===== config.mk =====
export PLATFORM = sky130hd
export DESIGN_NAME = pinio_edge_ctrl
export DESIGN_NICKNAME = d
export VERILOG_FILES = /design/src/rtl/pinio_pkg.sv /design/src/rtl/pinio_sync_edge.sv /design/src/rtl/pinio_change_latch.sv /design/src/rtl/pinio_edge_ctrl.sv
export SDC_FILE = /design/constraint.sdc
export NUM_CORES = 1
export LEC_CHECK = 0
export BUFFER_PORTS_ARGS = -buffer_cell sky130_fd_sc_hd__buf_2
export CORE_MARGIN = 2
export CORE_UTILIZATION = 60
export CTS_CLUSTER_SIZE = 20
export DETAILED_ROUTE_END_ITERATION = 10
export PLACE_DENSITY = 0.92
export REMOVE_ABC_BUFFERS = 1
export SLEW_MARGIN = 40
export SYNTH_ARGS = -nofsm -noshare
export SYNTH_HDL_FRONTEND = slang
export SYNTH_SLANG_ARGS = --single-unit

===== constraint.sdc =====
create_clock -name clk -period 2.95 [get_ports clk]
set_input_delay 0.295 -clock clk [delete_from_list [all_inputs] [get_ports clk]]
set_output_delay 0.295 -clock clk [all_outputs]
set_load 0.05 [all_outputs]

===== src/rtl/pinio_pkg.sv =====
package pinio_pkg;
  typedef enum logic [2:0] {
    IDX_DIR   = 3'd0,
    IDX_DATA  = 3'd1,
    IDX_IRQEN = 3'd2,
    IDX_CHG   = 3'd3,
    IDX_WMASK = 3'd4,
    IDX_KIND  = 3'd5
  } reg_idx_e;

  localparam logic [31:0] KIND_BOTH_EDGES = 32'h0000_0001;

  // New value of a sticky register: clears applied first, sets win.
  function automatic logic [31:0] sticky_next(logic [31:0] cur, logic [31:0] set_v,
                                               logic [31:0] clr_v);
    return (cur & ~clr_v) | set_v;
  endfunction

  // Merge write data into old value where mask is one.
  function automatic logic [31:0] masked_merge(logic [31:0] old_v, logic [31:0] new_v,
                                               logic [31:0] mask);
    return (old_v & ~mask) | (new_v & mask);
  endfunction

  // Level seen by software: driven value on outputs, sampled pin on inputs.
  function automatic logic [31:0] pin_view(logic [31:0] drv, logic [31:0] smp,
                                           logic [31:0] dir);
    return (drv & dir) | (smp & ~dir);
  endfunction
endpackage


===== src/rtl/pinio_sync_edge.sv =====
module pinio_sync_edge #(
  parameter int W = 16
) (
  input  logic         clk,
  input  logic         rst_n,
  input  logic [W-1:0] raw,
  output logic [W-1:0] level,
  output logic [W-1:0] toggled
);
  logic [W-1:0] meta_q, stab_q, prev_q;

  always_ff @(posedge clk or negedge rst_n) begin
    if (!rst_n) begin
      meta_q <= '0;
      stab_q <= '0;
      prev_q <= '0;
    end else begin
      meta_q <= raw;
      stab_q <= meta_q;
      prev_q <= stab_q;
    end
  end

  assign level   = stab_q;
  assign toggled = stab_q ^ prev_q;

  // a toggle pulse means the level differs from the cycle before
  a_r5_toggle_is_change: assert property (@(posedge clk) disable iff (!rst_n)
    (toggled != '0) |-> (level != $past(level)));
endmodule


===== src/rtl/pinio_change_latch.sv =====
module pinio_change_latch #(
  parameter int W = 16
) (
  input  logic         clk,
  input  logic         rst_n,
  input  logic [W-1:0] set_v,
  input  logic [W-1:0] clr_v,
  output logic [W-1:0] pending
);
  import pinio_pkg::*;

  logic [W-1:0] pend_q;

  always_ff @(posedge clk or negedge rst_n) begin
    if (!rst_n) pend_q <= '0;
    else        pend_q <= W'(sticky_next(32'(pend_q), 32'(set_v), 32'(clr_v)));
  end

  assign pending = pend_q;

  // every detected transition leaves its bit set next cycle
  a_r5_set_sticks: assert property (@(posedge clk) disable iff (!rst_n)
    (set_v != '0) |=> ((pending & $past(set_v)) == $past(set_v)));
  // a clear with no coincident transition empties the bit
  a_r6_clear_works: assert property (@(posedge clk) disable iff (!rst_n)
    ((clr_v & ~set_v) != '0) |=> ((pending & $past(clr_v & ~set_v)) == '0));
  // bits neither set nor cleared hold their value
  a_r6_hold: assert property (@(posedge clk) disable iff (!rst_n)
    ((set_v | clr_v) == '0) |=> $stable(pending));
endmodule


===== src/rtl/pinio_edge_ctrl.sv =====
module pinio_edge_ctrl #(
  parameter int NLINES = 16
) (
  input  logic              clk,
  input  logic              rst_n,
  input  logic              bus_sel,
  input  logic              bus_wr,
  input  logic [2:0]        bus_word,
  input  logic [NLINES-1:0] bus_wdata,
  output logic [31:0]       bus_rdata,
  input  logic [NLINES-1:0] pin_in,
  output logic [NLINES-1:0] pin_out,
  output logic [NLINES-1:0] pin_oe,
  output logic              irq
);
  import pinio_pkg::*;

  localparam logic [NLINES-1:0] ALL_ONES = '1;

  logic [NLINES-1:0] dir_q, out_q, en_q, wmask_q;
  logic [NLINES-1:0] lvl_w, edge_w, chg_w, clr_w;
  logic              wr_en;
  reg_idx_e          idx;

  assign idx   = reg_idx_e'(bus_word);
  assign wr_en = bus_sel & bus_wr;
  assign clr_w = (wr_en && idx == IDX_CHG) ? bus_wdata : '0;

  pinio_sync_edge #(.W(NLINES)) u_sync (
    .clk(clk), .rst_n(rst_n), .raw(pin_in), .level(lvl_w), .toggled(edge_w)
  );

  pinio_change_latch #(.W(NLINES)) u_chg (
    .clk(clk), .rst_n(rst_n), .set_v(edge_w), .clr_v(clr_w), .pending(chg_w)
  );

  always_ff @(posedge clk or negedge rst_n) begin
    if (!rst_n) begin
      dir_q   <= '0;
      out_q   <= '0;
      en_q    <= '0;
      wmask_q <= ALL_ONES;
    end else if (wr_en) begin
      case (idx)
        IDX_DIR:   dir_q   <= bus_wdata;
        IDX_DATA:  out_q   <= NLINES'(masked_merge(32'(out_q), 32'(bus_wdata), 32'(wmask_q)));
        IDX_IRQEN: en_q    <= bus_wdata;
        IDX_WMASK: wmask_q <= bus_wdata;
        default: ;
      endcase
    end
  end

  always_comb begin
    case (idx)
      IDX_DIR:   bus_rdata = 32'(dir_q);
      IDX_DATA:  bus_rdata = pin_view(32'(out_q), 32'(lvl_w), 32'(dir_q));
      IDX_IRQEN: bus_rdata = 32'(en_q);
      IDX_CHG:   bus_rdata = 32'(chg_w);
      IDX_WMASK: bus_rdata = 32'(wmask_q);
      IDX_KIND:  bus_rdata = KIND_BOTH_EDGES;
      default:   bus_rdata = '0;
    endcase
  end

  assign pin_out = out_q;
  assign pin_oe  = dir_q;
  assign irq     = |(chg_w & en_q);

  // output bits outside the write mask never move
  a_r3_mask_guard: assert property (@(posedge clk) disable iff (!rst_n)
    1'b1 |=> (((pin_out ^ $past(pin_out)) & ~$past(wmask_q)) == '0));
  // an interrupt needs an enabled line with a pending change
  a_r7_irq_source: assert property (@(posedge clk) disable iff (!rst_n)
    irq |-> ((en_q != '0) && (chg_w != '0)));
  // nothing above the implemented lines is ever read back
  a_r9_upper_zero: assert property (@(posedge clk) disable iff (!rst_n)
    ((bus_rdata >> NLINES) == 32'd0));
  // the kind word is constant
  a_r8_kind_const: assert property (@(posedge clk) disable iff (!rst_n)
    (idx == IDX_KIND) |-> (bus_rdata == 32'h1));
endmodule


# Word level (Yosys, flattened, before mapping)
# Cells that the tools add are included.
word_totals:
  latchBits: 0
  in_bits: 39
  mem_count: 0
  regBits: 128
  ram_bits: 0
  mem_bits_ro: 0
  output_inout_bits: 65
classes:
  mul: 0
  mux: 2
  n_shift: 0
  reduce_logical: 7
  n_eq_ne: 5
  bitwise: 14
  n_lt_le_gt_ge: 0
  div: 0
  addsub: 0
op_table:
  columns: ["op", "n"]
  rows:
  - ["32-bit case mux with 6 select lines", 1]
  - ["16-bit bitwise AND", 5]
  - ["16-bit by 32-bit bitwise AND with 32-bit output", 1]
  - ["16-bit NOT", 2]
  - ["16-bit NOT with 32-bit output", 1]
  - ["16-bit bitwise OR", 2]
  - ["16-bit by 32-bit bitwise OR with 32-bit output", 1]
  - ["16-bit 2-to-1 mux", 1]
  - ["16-bit OR reduction", 1]
  - ["16-bit XOR", 1]
  - ["2-bit AND reduction", 4]
  - ["3-bit by 2-bit == test with 1-bit output, second input constant", 2]
  - ["3-bit == test, second input constant", 2]
  - ["3-bit by 1-bit == test with 1-bit output, second input constant", 1]
  - ["3-bit logical NOT", 1]
  - ["1-bit bitwise AND", 1]
  - ["1-bit logical AND", 1]

# Depth between registers and ports, before layout
logic_depth:
  word_depth: 6
  depth_mapped: 6
  depth_no_buf: 3

# Modules after synthesis
# From an unflattened synthesis, not the netlist that was laid out.
hier_totals:
  hier_cells: 424
  hier_area_um2: 5724.2
modules_own_cells:
  columns: ["module", "area_per_inst_um2", "seq_area_each_um2", "n_inst", "cells_per_inst"]
  rows:
  - ["pinio_edge_ctrl", 3802.4, 1621.6, 1, 312]
  - ["pinio_sync_edge", 1341.3, 1201.2, 1, 64]
  - ["pinio_change_latch", 580.6, 400.4, 1, 48]

# Worst setup path after synthesis
# OpenSTA, ideal clock, no wires.
synth_path:
  kind: "input to output"
  from: "in bus_word[1]"
  to: "out bus_rdata[11]"
  required_ns: 2.655
  path_stages: 5
  path_slack_ns: 0.551
  n_path_buf: 3
  arrival_ns: 2.104
  path_cell_list: "buf_2 -> buf_2 -> clkbuf_1 -> a21oi_1 -> o21ai_0"
synth_between:
  elab_chain_cells: 2
synth_rtl:
  columns: ["item", "line_no", "rtl"]
  rows:
  - ["start, declared", "pinio_edge_ctrl.sv:8", "input logic [2:0] bus_word,"]
  - ["3-bit == test (tied with other cells)", "pinio_edge_ctrl.sv:55", "case (idx)"]
  - ["32-bit case mux with 6 select lines *", "pinio_edge_ctrl.sv:55", null]
  - ["end, declared", "pinio_edge_ctrl.sv:10", "output logic [31:0] bus_rdata,"]
# Mark *: on every way between the ends. The rest lies on a longest branch, timed or not.

# Worst setup path after layout
layout_path:
  from: "in bus_word[1]"
  to: "out bus_rdata[2]"
# The elaborated chain is that of the path after synthesis.

==> impl_metrics.yaml <==
clock_tree:
  post_cts_buffers: 0
  cts_buffer_depth: 2
  h-tree-depth: 4
  cts_sinks: 128
  cts_buffers: 17
  insertion_delay_ns: 0.52
  cts_root_buf: "clkbuf_8"
  cts_tree: "done"
  ctsResizeCount: 0
  cts.clk_slew.worst_paths_ns: 0.06
floorplan:
  die_w_um: 101
  num_io_pins: 104
  die_area_um2: 10200
  core-area_um2: 9200
  dieHeight_um: 101
  row_count: 35
  start_util: 0.614
timing:
  tns_ns: 0
  hold_violations: 0
  fmax_mhz: 420
  fin_crit_sh: 0.807
  holdWs_ns: 0.0654
  drv_slew: 0
  period_minus_slack_ns: 2.38
  finClkSkew_ns: 0.00558
  tightest_slew_ns: 0.774
  slew-limit-headroom: 0.481
  rsz0062_at_grt: "false"
  setup_viol_count_final: 0
synthesis:
  avgSynthCellArea_um2: 13.6
  ys_async_sr_fraction: 1.00
  yosysUniqueCellTypes: 35
  synth-main-ff-cell: "dfrtp_1"
  syn_inst: 416
  seq_area_frac_synth: 0.571
  ys.warnings.count: 0
  ys_ff_latch: 128
  synth_edf_count: 0
  synth_area_um2: 5650
global_route:
  overflow: 0
  grt_pass1_wl_um: 20500
  grt_max_degree: 129
  grt_pass1_vias: 3843
  antenna_found_initial: 0
  track_usage: 0.272
critical_path:
  crit_arrival_ns: 2.08
  cp.required_ns: 2.65
  r2r_slack_ns: 1.88
  rr_worst_depth: 2
  cp-start-kind: "input port"
  path_class: "in2out"
  r2r_start: "wmask_q[10]$_DFFE_PN1P_"
  crit_fanout: 33
  crit_path_end_kind: "output pin"
routing:
  drc: 0
  dr_total_vias: 3877
  wl_um: 13100
  drt_iter0_markers: 252
  firstDrtPassIters: 4
  via_per_inst: 6.02
  ant_nets: 0
  avgRoutedWirePerCell_um: 20.3
cells_and_area:
  drive_above_1_share: 0.450
  diodes: 0
  final_cell_mix: "112 x dfrtp_1, 86 x buf_2, 81 x mux2_2"
  nets: 559
  mostFrequentLayoutCell: "dfrtp_1"
  syn_to_final_growth_pct: 22.8
  fillerInstances: 555
pwr:
  power_density_nw_per_um2: 837
  max-vdd-ir-drop_v: 0.000562
  p_leak_nw: 3.07
job:
  timing.max_cap.violations: 0
placement:
  globalplace.congestion: 0.837
  io_buffers: 87
  dp_hpwl_um: 7940
min_path:
  hold_start: "bus_wdata[11]"
  whs_path_depth: 2
  hold_path.class: "in2reg"
outcome:
  status: "finished, final reports clean"
-- metrics by stage --
step | setup slack [ns] | utilization | area [µm²] | total power (W) | instances
finish | 0.570 | 0.754 | 6930 | 0.00580 | 644
CTS | 0.602 | 0.754 | 6930 | 0.00581 | 644
global route | 0.557 | 0.754 | 6930 | 0.00600 | 644
global placement | 0.629 | 0.662 | 6090 | 0.00342 | 595
detailed placement | 0.614 | 0.663 | 6100 | 0.00347 | 595
floorplan | 0.363 | - | 5420 | 0.00311 | 387
-- worst max-delay path by stage --
stage	start	endpoint	cells past startpoint
after floorplan	bus_word[0]	bus_rdata[2]	3
after global placement	bus_word[1]	bus_rdata[5]	5
after detailed placement	bus_word[1]	bus_rdata[2]	5
after CTS	bus_word[1]	bus_rdata[2]	5
after global routing	bus_word[1]	bus_rdata[2]	5
final	bus_word[1]	bus_rdata[2]	5
-- cells in the mapped netlist, types with 2 or more instances --
cell type  number  area, µm²
mux2_4         10        150
mux2i_1         4       40.0
a22o_1          4       35.0
buf_1           3       11.3
buf_6           4       45.0
o22ai_1         3       18.8
buf_4          20        150
xor2_1         16        140
a21o_1         16        120
mux2_1          3       33.8
o21ai_0        13       65.1
a221oi_1        4       35.0
dfrtp_1       112       2800
nand3_1        16       80.1
mux2_2         81        912
buf_2          10       50.1
nand3b_1        2       15.0
a21oi_1        13       65.1
o21a_1          3       22.5
and3b_1         2       17.5
clkbuf_1        7       26.3
nor2b_1         2       12.5
nor3b_1        12       90.1
dfstp_2        16        420
a22oi_1         5       37.5
nand4_1        17        106
a32oi_1        10       87.6
-- cell type report --
type | instances | area [µm²] | share of cell area
Sequential cell | 128 | 3220 | 0.465
Tap cell | 111 | 139 | 0.0200
Clock buffer | 23 | 487 | 0.0702
Clock inverter | 9 | 176 | 0.0254
Timing Repair Buffer | 114 | 696 | 0.100
Multi-Input combinational cell | 259 | 2210 | 0.319
-- power breakdown --
part / internal [W] / switching [W]
Combinational: 0.000448 / 0.000802
Clock: 0.00157 / 0.000742
Sequential: 0.00203 / 0.000208
-- kinds of logic (layout without fill, tap and decap cells) --
logic type / count (synthesis) / after routing / synth area share
flip-flops: 128 / 128 / 0.571
AO/OA/AOI/OAI: 71 / 71 / 0.0862
other: 1 / 16 / 0.000664
AND/OR/NAND/NOR: 58 / 58 / 0.0663
XOR/XNOR: 16 / 16 / 0.0248
multiplexers: 98 / 98 / 0.201
buffers and inverters: 44 / 146 / 0.0501
-- what timing repair did --
item	CTS	global route
hold buffers	17	0
setup endpoints to repair	0	0
endpoints found under the hold margin	128	0
-- per-layer routing --
metal	part of all wire	global-route usage
met2	0.50	0.451
met1	0.40	0.345
met5	0	0
met4	0.017	0.102
met3	0.081	0.0721
-- critical path, cell delays in order --
cell     delay [ns]
buf_2          0.32
nor2b_2        0.71
a22oi_1        0.19
o21ai_0        0.25
buf_2          0.31
(Power assumes the default switching activity.)
